**config.mk**
```make
export PLATFORM = sky130hd
export DESIGN_NAME = serial_cfg_if
export DESIGN_NICKNAME = d
export VERILOG_FILES = /design/src/rtl/cfg_pkg.sv /design/src/rtl/cfg_sync.sv /design/src/rtl/cfg_shifter.sv /design/src/rtl/cfg_latch_bank.sv /design/src/rtl/cfg_order_chk.sv /design/src/rtl/serial_cfg_if.sv
export SDC_FILE = /design/constraint.sdc
export NUM_CORES = 1
export LEC_CHECK = 0
export ABC_AREA = 1
export CAP_MARGIN = 20
export CORE_MARGIN = 2
export CORE_UTILIZATION = 45
export CTS_BUF_LIST = sky130_fd_sc_hd__clkbuf_4
export DETAILED_ROUTE_END_ITERATION = 6
export DONT_BUFFER_PORTS = 1
export GPL_TIMING_DRIVEN = 0
export SLEW_MARGIN = 0
export SYNTH_ARGS = -nofsm -noshare
export SYNTH_HDL_FRONTEND = slang
export SYNTH_SLANG_ARGS = --single-unit
```
**constraint.sdc**
```tcl
create_clock -name clk -period 1.5 [get_ports clk]
set_clock_uncertainty 0.05 [all_clocks]
set_input_delay 0 -clock clk [delete_from_list [all_inputs] [get_ports clk]]
set_output_delay 0 -clock clk [all_outputs]
set_load 0.05 [all_outputs]
```
**src/rtl/cfg_pkg.sv**
```systemverilog
package cfg_pkg;
   localparam int unsigned SEL_W     = 2;
   localparam int unsigned NUM_LATCH = 1 << SEL_W;

   typedef enum logic [SEL_W-1:0] {
      SEL_CTRL = 2'b00,
      SEL_RDIV = 2'b01,
      SEL_NDIV = 2'b10,
      SEL_TEST = 2'b11
   } latch_sel_e;

   localparam int unsigned IDX_CTRL = 0;
   localparam int unsigned IDX_RDIV = 1;
   localparam int unsigned IDX_NDIV = 2;
   localparam int unsigned IDX_TEST = 3;
endpackage

```
**src/rtl/cfg_sync.sv**
```systemverilog
module cfg_sync #(
   parameter int unsigned W      = 1,
   parameter int unsigned STAGES = 2
) (
   input  logic         clk,
   input  logic         rst_n,
   input  logic [W-1:0] d,
   output logic [W-1:0] q
);
   if (STAGES > 8) begin : g_bad_depth
      $error("cfg_sync: STAGES must not exceed 8");
   end

   if (STAGES == 0) begin : g_bypass
      assign q = d;
   end else begin : g_chain
      logic [STAGES-1:0][W-1:0] chain;
      always_ff @(posedge clk) begin
         if (!rst_n) begin
            chain <= '0;
         end else begin
            chain[0] <= d;
            for (int i = 1; i < int'(STAGES); i++) begin
               chain[i] <= chain[i-1];
            end
         end
      end
      assign q = chain[STAGES-1];
   end
endmodule

```
**src/rtl/cfg_shifter.sv**
```systemverilog
module cfg_shifter #(
   parameter int unsigned WORD_W = 24
) (
   input  logic              clk,
   input  logic              rst_n,
   input  logic              sclk_s,
   input  logic              sdat_s,
   output logic [WORD_W-1:0] word,
   output logic              rb
);
   logic sclk_prev;
   logic shift_en;

   assign shift_en = sclk_s & ~sclk_prev;

   always_ff @(posedge clk) begin
      if (!rst_n) begin
         sclk_prev <= 1'b0;
         word      <= '0;
      end else begin
         sclk_prev <= sclk_s;
         if (shift_en) begin
            word <= {word[WORD_W-2:0], sdat_s};
         end
      end
   end

   assign rb = word[WORD_W-1];

   // the word only moves on a detected shift-clock edge
   p_hold_r1: assert property (@(posedge clk) disable iff (!rst_n)
      !shift_en |=> $stable(word));
   // a shift-clock edge can never be seen in two consecutive cycles
   p_edge_once_r1: assert property (@(posedge clk) disable iff (!rst_n)
      shift_en |=> !shift_en);
endmodule

```
**src/rtl/cfg_latch_bank.sv**
```systemverilog
module cfg_latch_bank
   import cfg_pkg::*;
#(
   parameter int unsigned        WORD_W    = 24,
   parameter int unsigned        PAY_W     = WORD_W - SEL_W,
   parameter logic [PAY_W-1:0]   LATCH_RST = '0
) (
   input  logic                                clk,
   input  logic                                rst_n,
   input  logic                                le_s,
   input  logic [WORD_W-1:0]                   word,
   output logic [NUM_LATCH-1:0][PAY_W-1:0]     lat_q,
   output logic [NUM_LATCH-1:0]                wr_stb
);
   logic             le_prev;
   logic             load;
   logic [SEL_W-1:0] sel;
   logic [PAY_W-1:0] payload;

   assign load    = le_s & ~le_prev;
   assign sel     = word[SEL_W-1:0];
   assign payload = word[WORD_W-1:SEL_W];

   always_ff @(posedge clk) begin
      if (!rst_n) le_prev <= 1'b0;
      else        le_prev <= le_s;
   end

   for (genvar k = 0; k < int'(NUM_LATCH); k++) begin : g_latch
      logic hit;
      assign hit = load && (sel == SEL_W'(k));

      always_ff @(posedge clk) begin
         if (!rst_n) begin
            lat_q[k]  <= LATCH_RST;
            wr_stb[k] <= 1'b0;
         end else begin
            wr_stb[k] <= hit;
            if (hit) lat_q[k] <= payload;
         end
      end

      // a register without a strobe keeps its contents
      p_keep_r3: assert property (@(posedge clk) disable iff (!rst_n)
         !wr_stb[k] |-> $stable(lat_q[k]));
      // a strobed register holds the upper bits of the word present before the edge
      p_load_r2: assert property (@(posedge clk) disable iff (!rst_n)
         wr_stb[k] |-> lat_q[k] == $past(word[WORD_W-1:SEL_W]));
   end

   // at most one strobe at a time
   p_onehot_r4: assert property (@(posedge clk) disable iff (!rst_n)
      $onehot0(wr_stb));
   // strobes last one cycle, a held strobe line makes no second load
   p_pulse_r4: assert property (@(posedge clk) disable iff (!rst_n)
      (|wr_stb) |=> (wr_stb == '0));
endmodule

```
**src/rtl/cfg_order_chk.sv**
```systemverilog
module cfg_order_chk
   import cfg_pkg::*;
(
   input  logic                 clk,
   input  logic                 rst_n,
   input  logic [NUM_LATCH-1:0] wr_stb,
   output logic                 seq_err,
   output logic                 test_warn
);
   logic rdiv_seen;
   logic ctrl_seen;

   always_ff @(posedge clk) begin
      if (!rst_n) begin
         rdiv_seen <= 1'b0;
         ctrl_seen <= 1'b0;
         seq_err   <= 1'b0;
         test_warn <= 1'b0;
      end else begin
         if (wr_stb[IDX_RDIV]) rdiv_seen <= 1'b1;
         if (wr_stb[IDX_CTRL]) ctrl_seen <= 1'b1;
         if (wr_stb[IDX_NDIV] && !(rdiv_seen && ctrl_seen)) seq_err <= 1'b1;
         if (wr_stb[IDX_TEST]) test_warn <= 1'b1;
      end
   end

   // the order flag never clears without reset
   p_err_sticky_r7: assert property (@(posedge clk) disable iff (!rst_n)
      seq_err |=> seq_err);
   // the order flag only rises right after a divider-N strobe
   p_err_cause_r7: assert property (@(posedge clk) disable iff (!rst_n)
      $rose(seq_err) |-> $past(wr_stb[IDX_NDIV]));
   // the test flag never clears without reset
   p_warn_sticky_r9: assert property (@(posedge clk) disable iff (!rst_n)
      test_warn |=> test_warn);
   // the test flag only rises right after a test strobe
   p_warn_cause_r9: assert property (@(posedge clk) disable iff (!rst_n)
      $rose(test_warn) |-> $past(wr_stb[IDX_TEST]));
endmodule

```
**src/rtl/serial_cfg_if.sv**
```systemverilog
module serial_cfg_if
   import cfg_pkg::*;
#(
   parameter int unsigned      WORD_W      = 24,
   parameter int unsigned      SYNC_STAGES = 2,
   parameter int unsigned      DIV2_BIT    = 22,
   parameter int unsigned      PAY_W       = WORD_W - SEL_W,
   parameter logic [PAY_W-1:0] LATCH_RST   = '0
) (
   input  logic                 clk,
   input  logic                 rst_n,
   input  logic                 ser_dat,
   input  logic                 ser_clk,
   input  logic                 ser_le,
   output logic [PAY_W-1:0]     ctrl_q,
   output logic [PAY_W-1:0]     rdiv_q,
   output logic [PAY_W-1:0]     ndiv_q,
   output logic [PAY_W-1:0]     test_q,
   output logic [NUM_LATCH-1:0] wr_stb,
   output logic                 band_sel_go,
   output logic                 div2_en,
   output logic                 seq_err,
   output logic                 test_warn,
   output logic                 ser_rb
);
   localparam int unsigned DIV2_PAY = DIV2_BIT - SEL_W;

   if (WORD_W < 8 || WORD_W > 64) begin : g_bad_word
      $error("serial_cfg_if: WORD_W must lie in 8..64");
   end
   if (PAY_W != WORD_W - SEL_W) begin : g_bad_pay
      $error("serial_cfg_if: PAY_W must equal WORD_W minus the address width");
   end
   if (DIV2_BIT < SEL_W || DIV2_BIT >= WORD_W) begin : g_bad_div2
      $error("serial_cfg_if: DIV2_BIT must sit in the payload field");
   end

   logic [2:0]                      pins_s;
   logic [WORD_W-1:0]               word;
   logic [NUM_LATCH-1:0][PAY_W-1:0] lat_q;

   cfg_sync #(.W(3), .STAGES(SYNC_STAGES)) u_sync (
      .clk  (clk),
      .rst_n(rst_n),
      .d    ({ser_le, ser_clk, ser_dat}),
      .q    (pins_s)
   );

   cfg_shifter #(.WORD_W(WORD_W)) u_shift (
      .clk   (clk),
      .rst_n (rst_n),
      .sclk_s(pins_s[1]),
      .sdat_s(pins_s[0]),
      .word  (word),
      .rb    (ser_rb)
   );

   cfg_latch_bank #(.WORD_W(WORD_W), .PAY_W(PAY_W), .LATCH_RST(LATCH_RST)) u_bank (
      .clk   (clk),
      .rst_n (rst_n),
      .le_s  (pins_s[2]),
      .word  (word),
      .lat_q (lat_q),
      .wr_stb(wr_stb)
   );

   cfg_order_chk u_order (
      .clk      (clk),
      .rst_n    (rst_n),
      .wr_stb   (wr_stb),
      .seq_err  (seq_err),
      .test_warn(test_warn)
   );

   assign ctrl_q      = lat_q[IDX_CTRL];
   assign rdiv_q      = lat_q[IDX_RDIV];
   assign ndiv_q      = lat_q[IDX_NDIV];
   assign test_q      = lat_q[IDX_TEST];
   assign band_sel_go = wr_stb[IDX_NDIV];
   assign div2_en     = ndiv_q[DIV2_PAY];

   // the divide-by-2 enable only changes on a divider-N load
   p_div2_hold_r5: assert property (@(posedge clk) disable iff (!rst_n)
      !wr_stb[IDX_NDIV] |-> $stable(div2_en));
   // the band-select pulse is a single cycle
   p_band_pulse_r4: assert property (@(posedge clk) disable iff (!rst_n)
      band_sel_go |=> !band_sel_go);
endmodule

```
======== After elaboration in Yosys (flattened, before gate mapping) ========
Cells that the tools add are included.
storage, ports and cells
  flip-flop bits (word level) ............. 128
  output and inout bits ................... 97
  logic and storage cells ................. 32
cells by class
  eq/ne operators ......................... 3
  bitwise operators ....................... 4
  reductions and logical operators ........ 8
operators by type and width
  kind                number
  $logic_and 1x1->1   6
  $eq 2x2->1 const B  2
  $and 1x1->1         2
  $eq 2x1->1 const B  1
  $logic_not 2->1     1
  $not 1->1           2
  $logic_not 1->1     1

======== Longest topological paths before layout ========
Gate-level depths: netlist of run 1.
  word-level depth ........................ 3
  depth in mapped cells ................... 7

======== Modules after synthesis ========
Synthesis of run 1 repeated with hierarchy kept, for this count alone.
second synthesis, totals
  cell total of the unflattened synthesis .. 727
  area, all modules ....................... 5185.0 um2
modules (own cells, without submodules)
  module          instances  cells each  area an instance (um2)  seq. area each (um2)
  cfg_latch_bank  1          528         3777.4                  1861.8
  cfg_shifter     1          161         1078.5                  500.5
  cfg_sync        1          21          187.7                   120.1
  cfg_order_chk   1          15          126.4                   80.1
  serial_cfg_if   1          2           15.0                    0.0

======== Least setup slack after synthesis of run 1 ========
No wires, ideal clock.
  kind .................................... reg-to-reg
  start point ............................. reg u_shift.word[0]
  end point ............................... reg u_bank.lat_q[23] in the netlist's numbering
  library setup time ...................... 0.114 ns
  data arrival time ....................... 0.955 ns
  path slack .............................. 0.380 ns
  cell stages (with the launch flop) ...... 8
  buffers on the path ..................... 2
  period minus slack after synthesis ...... 1.120 ns
  cells stage by stage .................... dfxtp_1 > buf_4 > inv_2 > nor2_2 > buf_2 > nand3_1 > nand2_1 > nor2_1
between the ends
  cells in the longest elaborated chain, start to end .. 2
ends and longest elaborated chain
  item                           line                  source
  start, declared                cfg_shifter.sv:8      output logic [WORD_W-1:0] word,
  start signal, assigned         cfg_shifter.sv:23     word <= {word[WORD_W-2:0], sdat_s};
  $eq 2x1->1                     cfg_latch_bank.sv:31  assign hit = load && (sel == SEL_W'(k));
  $logic_and 1x1->1              cfg_latch_bank.sv:31
  end signal, assigned by index  cfg_latch_bank.sv:39  if (hit) lat_q[k] <= payload;
  end, declared                  cfg_latch_bank.sv:12  output logic [NUM_LATCH-1:0][PAY_W-1:0] lat_q,
No other way between the ends.
A chain may end at the register's enable or synchronous reset.

======== Worst setup path in the final report of run 1 ========
  start point ............................. reg u_shift.word[0]
  end point ............................... reg u_bank.lat_q[29] in the netlist's numbering
Same word-level chain as after synthesis.

==> metrics.md, run 1 <==
| Metric | Value |
|---|---|
| Status | finished, final reports clean |
| LEAKAGE | 2.20 nW |
| Worst-path maximum fanout | 10 |
| Worst path top cell family by delay | buffers and inverters |
| Pre-CTS setup slack | 0.0930 ns |
| Port Buffers | 0 |
| Share of layout cells above drive strength 1 | 11.5% |
| Global-route wire length before repair | 19100 um |
| Uppermost routed layer | met4 |
| Max Cap Viol | 0 |
| Final hold vios | 0 |
| Critical path launch point type | flop |
| Num CTS Buffers | 17 |
| Vias per cell | 5.00 |
| Seq cells post-synth | 128 |
| DRC viols | 0 |
| RSZ-0062 raised after global routing | true |
| Slowest CP cell | dfxtp_1 |
| Clock Sink Count | 128 |
| WL per Instance | 14.6 um |
| Worst VDD drop | 0.475 mV |
| All-layer global routing usage | 21.5% |
| I/O pin cnt | 102 |
| CTS tree | done |
| H-Tree Depth | 4 |
| CP Data Arrival Time | 1.82 ns |
| Row count | 37 |
| Worst setup EP type | flop |
| Count of cell types in the netlist | 18 |
| Slew Limit Fails | 0 |
| Fill count | 1057 |
| Vias in the first global route | 3981 |
| Final hold slack | 0.377 ns |
| Post-route setup slack | 0.0559 ns |
| Post-route clock period utilization | 96.3% |
| Worst-path clk slew | 0.10 ns |
| Worst Path Class, Setup | flop to flop |
| Tmin final | 1.44 ns |
| Synth warn | 0 |
| Critical path data required time | 1.88 ns |
| GPL Wtd Cong | 0.816 |
| Commonest cells after routing, fill and taps aside | 162 x nor2_1, 126 x dfxtp_1, 100 x nand2_1, 88 x nand3_1, 47 x a21oi_1 |
| Post-Route M1 WL | 5470 um |
| Area growth syn-to-layout | 9.58% |
| Most common cell after layout, fill and taps aside | nor2_1 |
| Worst-skew pair later-pin latency | 0.53 ns |
| Synthesized cell area | 4870 um^2 |
| Core ar. | 10400 um^2 |
| Grt ovf | 0 |
| Iter 0 DRT Violations | 259 |
| Initial Utilization | 46.8% |
| Pwr/cell area | 1160 nW/um^2 |
| Synth Instances | 648 |
| Rel. slew slack | 63.1% |
| Initial antenna violation count | 0 |
| Via count | 4106 |
| Inserted Diodes | 0 |
| WP buf/inv | 3 |
| Fmax | 692 MHz |
| Final HPWL DP | 8830 um |
| Post-route cell area | 5340 um^2 |
| DRT Wirelength | 12000 um |
| Antenna-violating nets left | 0 |
| Worst-Margin Slew | 0.553 ns |
| Syn Nets | 653 |
| Crit path largest cell delay | 0.32 ns |
| First-pass detailed-route iteration total | 5 |
| Die width | 108 um |
| CTS root buf | clkbuf_4 |
| Critical path cell sequence | buf_4 > inv_2 > nor2_2 > buf_2 > nand3_1 > nand2_1 > nor2_1 |
| Sequential share of the synthesized area | 52.6% |
| Layout Nets | 679 |
| Setup TNS | 0 ns |
| Register area | 2560 um^2 |
| DR WL met3 | 1030 um |
| Tightest Hold Check Type | flop to flop |
| Overall Power | 0.00618 W |
| Placed cell area | 5040 um^2 |
| Height of the die | 108 um |
| Deepest clock path buffer count | 2 |
| Multi-input logic area | 1870 um^2 |
| Endpoints failing setup | 0 |
| Post-Syn Area per Cell | 7.52 um^2 |
| Met2 Wirelength | 5340 um |
| Die area | 11700 um^2 |
| Pin count of the biggest net entering global routing | 17 |
-- power by group --
group	switching (W)	internal [W]	leakage (nW)
combinational	0.000335	0.000156	1.03
clock	0.00117	0.000825	0.134
sequential	0.000210	0.00348	1.04
total	0.00172	0.00446	2.20
-- repair_timing --
action / 4_1_cts / 5_1_grt
hold buffers: 7 / 0
setup endpoints to repair: 2 / 4
hold endpoints to repair: 91 / 0
setup buffers: 0 / 0
gates resized for setup: 2 / 0
-- Yosys cell counts --
cell	instances	area, um^2
buf_4	18	135
a21oi_1	47	235
clkbuf_1	6	22.5
nand2_1	100	375
buf_6	3	33.8
nor3_1	3	15.0
nor2_2	2	12.5
dfxtp_1	128	2560
inv_2	3	11.3
buf_1	4	15.0
nor4_1	1	6.26
inv_1	34	128
nand3_1	88	440
nand2_2	2	12.5
buf_2	19	95.1
o21ai_0	24	120
nor2_1	162	608
nor2_4	4	45.0
-- registers in the layout, indices dropped and copies added, names as in the netlist, 3 cells and up --
name,cells
u_bank.lat_q,88
u_shift.word,24
u_bank.wr_stb,4
u_sync.g_chain.chain,3
u_sync.q,3
-- layer usage --
layer | vias up | global-route usage, %
li1 | 2101 | -
met1 | 1851 | 27.5
met2 | 136 | 33.2
met3 | 18 | 8.26
met4 | 0 | 7.69
met5 | - | 0
-- final cells by class --
class | count | share of cell area [%]
Buffer | 50 | 5.65
Clock buffer | 20 | 2.81
Clock inverter | 11 | 1.38
Inverter | 37 | 2.60
Multi-Input combinational cell | 433 | 35.0
Sequential cell | 128 | 48.0
Tap cell | 136 | 3.19
Timing Repair Buffer | 7 | 1.31
-- worst min-delay path: stages (launching register included) --
cell and delay, ns:
dfxtp_1 0.32, nand2_1 0.05, inv_1 0.04
-- stage by stage --
stage	utilization, %	std cells
floorplan	-	648
global placement	48.4	784
detailed placement	48.4	784
CTS	51.3	822
global route	51.3	822
finish	51.3	822
-- path summary, 6_finish.rpt --
| kind | start | depth (start not counted) | slack [ns] | end |
|---|---|---|---|---|
| worst min register to register | u_sync.g_chain.chain[1] | 2 | 0.38 | u_sync.q[1] |
| worst min-delay path | u_sync.g_chain.chain[1] | 2 | 0.38 | u_sync.q[1] |
| worst max-delay path | u_shift.word[0] | 7 | 0.06 | u_bank.lat_q[29] |
| worst max register to register | u_shift.word[0] | 7 | 0.06 | u_bank.lat_q[29] |
-- cells by family (layout without fill, tap and decap cells) --
group,after synthesis,after routing,share of synthesized area (%)
compound gates,71,71,7.29
simple gates,362,362,31.1
flops,128,128,52.6
buf+inv,87,125,9.04
No activity file was read; power rests on OpenSTA's default activity.
==> run 2, diff against run 1 <==
--- a/config.mk
+++ b/config.mk
@@ -8,11 +8,12 @@
 export ABC_AREA = 1
 export CAP_MARGIN = 20
 export CORE_MARGIN = 2
-export CORE_UTILIZATION = 45
+export CORE_UTILIZATION = 55
 export CTS_BUF_LIST = sky130_fd_sc_hd__clkbuf_4
 export DETAILED_ROUTE_END_ITERATION = 6
 export DONT_BUFFER_PORTS = 1
 export GPL_TIMING_DRIVEN = 0
+export PLACE_DENSITY = 0.7
 export SLEW_MARGIN = 0
 export SYNTH_ARGS = -nofsm -noshare
 export SYNTH_HDL_FRONTEND = slang
==> run 2 against run 1 <==
Effect of this change: final area grew 0.42%; global-route usage up 2.8 points; core utilization rose by 11 points; wire length fell by 4.4%; sequential share of layout area down 0.20 points; flip-flop and latch count did not move; first-iteration DRC count fell by 21%; non-clock buffer count stayed put; critical path type is now input pin to flop; critical endpoint is now u_sync.g_chain.chain[2].
==> metrics.md, run 2 (same netlist as run 1, synthesis figures left out) <==
| Metric | Value |
|---|---|
| Commonest cells after routing, fill and taps aside | 162 x nor2_1, 126 x dfxtp_1, 100 x nand2_1, 88 x nand3_1, 47 x a21oi_1 |
| Deepest clock path buffer count | 2 |
| Rel. slew slack | 61.3% |
| Vias per cell | 5.19 |
| Iter 0 DRT Violations | 205 |
| Tightest Hold Check Type | flop to flop |
| Sw Share | 26.7% |
| Post-CTS Setup Bufs | 0 |
| Critical path data required time | 1.90 ns |
| Clock Sink Count | 128 |
| Pin count of the biggest net entering global routing | 17 |
| Share of layout cells above drive strength 1 | 12.0% |
| Final hold vios | 0 |
| Height of the die | 98.1 um |
| Antenna-violating nets left | 0 |
| Reg2Reg Setup Slack | 0.11 ns |
| Worst-skew pair later-pin latency | 0.50 ns |
| Combinational power share | 7.4% |
| Internal power | 0.00478 W |
| LEAKAGE | 2.22 nW |
| Port Buffers | 0 |
| Status | finished, final reports clean |
| Area growth syn-to-layout | 10.0% |
| Final HPWL DP | 8560 um |
| Worst-path clk slew | 0.11 ns |
| All-layer global routing usage | 24.3% |
| Worst Path Class, Setup | input pin to flop |
| Post-Layout Cell Count | 794 |
| Vias in the first global route | 4013 |
| DRC viols | 0 |
| Worst-Margin Slew | 0.580 ns |
| Worst setup EP type | flop |
| Hold Path Depth | 2 |
| Worst-path maximum fanout | 10 |
| Pwr/cell area | 1220 nW/um^2 |
| Layout Nets | 679 |
| CP Data Arrival Time | 1.85 ns |
| Post-route clock period utilization | 96.9% |
| Num CTS Buffers | 17 |
| Largest Register | u_bank.lat_q |
| End point of the worst hold path | u_sync.q[0] |
| Critical path cell sequence | dlygate4sd3_1 > buf_2 > buf_2 > nand2_1 > dlygate4sd3_1 > inv_1 |
| Worst Min Path Start | u_sync.g_chain.chain[0] |
| Row count | 34 |
| WL per Instance | 14.5 um |
| Global-route wire length before repair | 18900 um |
| CTS tree | done |
| Largest regs | u_bank.lat_q x88, u_shift.word x24, u_bank.wr_stb x4 |
| Clock power share | 35.9% |
| Endpoints failing setup | 0 |
| Inst Count DP | 756 |
| DRT Wirelength | 11500 um |
| RR Endpoint | u_bank.lat_q[34] |
| H-Tree Depth | 4 |
| Max reg flops | 88 |
| Initial antenna violation count | 0 |
| Net Switching | 0.00174 W |
| Die area | 9630 um^2 |
| Most common cell after layout, fill and taps aside | nor2_1 |
| Tmin final | 1.45 ns |
| Reg2Reg Depth | 7 |
| Worst VDD drop | 0.669 mV |
| Slowest CP cell | dlygate4sd3_1 |
| Slew Limit Fails | 0 |
| Placed cell area | 5010 um^2 |
| Layout Utilization | 62.1% |
| First-pass detailed-route iteration total | 4 |
| R2r startpoint | u_shift.word[0] |
| Via count | 4117 |
| Crit path largest cell delay | 0.60 ns |
| Setup TNS | 0 ns |
| Initial Utilization | 56.4% |
| Inserted Diodes | 0 |
| Overall Power | 0.00652 W |
| Reg power frac | 56.6% |
| Core ar. | 8640 um^2 |
| I/O pin cnt | 102 |
| CTS root buf | clkbuf_4 |
| Max Cap Viol | 0 |
| Fmax | 688 MHz |
| GPL Wtd Cong | 0.882 |
| Grt ovf | 0 |
| Post-route cell area | 5360 um^2 |
| Die width | 98.1 um |
| Critical path launch point type | input pin |
| RSZ-0062 raised after global routing | false |
[run 2: cell types whose count changed in the layout (fill, tap and decap cells not counted)]
| cell | change |
|---|---|
| clkinv_1 | -3 |
| bufinv_16 | +2 |
| clkbuf_4 | -2 |
| clkinvlp_4 | +2 |
| clkinv_4 | +1 |
[run 2: area by class of cell]
| type | count | area [um^2] |
|---|---|---|
| well taps | 108 | 135 |
| fillers | 843 | 3270 |
| repair buffers | 7 | 70.1 |
| clock buffers | 18 | 135 |
| clock inverters | 13 | 146 |
| inverters | 37 | 139 |
| flip-flops and latches | 128 | 2560 |
| multi-input cells | 433 | 1870 |
| plain buffers | 50 | 302 |
[run 2: worst max-delay path: cells and delay by family]
| family | cells | cell delay, ns |
|---|---|---|
| simple gates | 1 | 0.08 |
| buf+inv | 5 | 1.77 |
[run 2: metal layers]
| metal | global-route usage (%) | wire (um) | vias to the layer above |
|---|---|---|---|
| li1 | - | - | 2101 |
| met1 | 31.2 | 5010 | 1858 |
| met2 | 39.8 | 5300 | 149 |
| met3 | 7.80 | 1100 | 9 |
| met4 | 6.85 | 83 | 0 |
| met5 | 0 | 0 | - |
[run 2: through the flow]
step	worst slack [ns]	hold slack [ns]
4_1_cts	0.143	0.379
2_1_floorplan	0.380	0.0476
3_3_place_gp	0.182	0.0485
3_5_place_dp	0.169	0.0517
6_report	0.0467	0.370
5_1_grt	0.0145	0.392
[run 2: worst max-delay path by stage]
stage,depth (start not counted),from,endpoint
floorplan,7,u_shift.word[0],u_bank.lat_q[23]
global placement,7,u_shift.word[0],u_bank.lat_q[25]
detailed placement,7,u_shift.word[0],u_bank.lat_q[33]
CTS,6,rst_n,u_sync.g_chain.chain[1]
global route,6,rst_n,u_sync.g_chain.chain[2]
finish,6,rst_n,u_sync.g_chain.chain[2]
[run 2: power groups by stage]
stage / Combinational, W / Sequential [W] / Clock [W]
6_report: 0.000485 / 0.00369 / 0.00234
4_1_cts: 0.000481 / 0.00369 / 0.00239
3_3_place_gp: 0.000452 / 0.00377 / 0
3_5_place_dp: 0.000462 / 0.00377 / 0
2_1_floorplan: 0.000357 / 0.00376 / 0
5_1_grt: 0.000550 / 0.00370 / 0.00251
[run 2: repair_timing]
item,CTS,global route
resized for setup,2,0
endpoints found under the hold margin,78,0
hold buffers,7,0
setup endpoints to repair,2,0
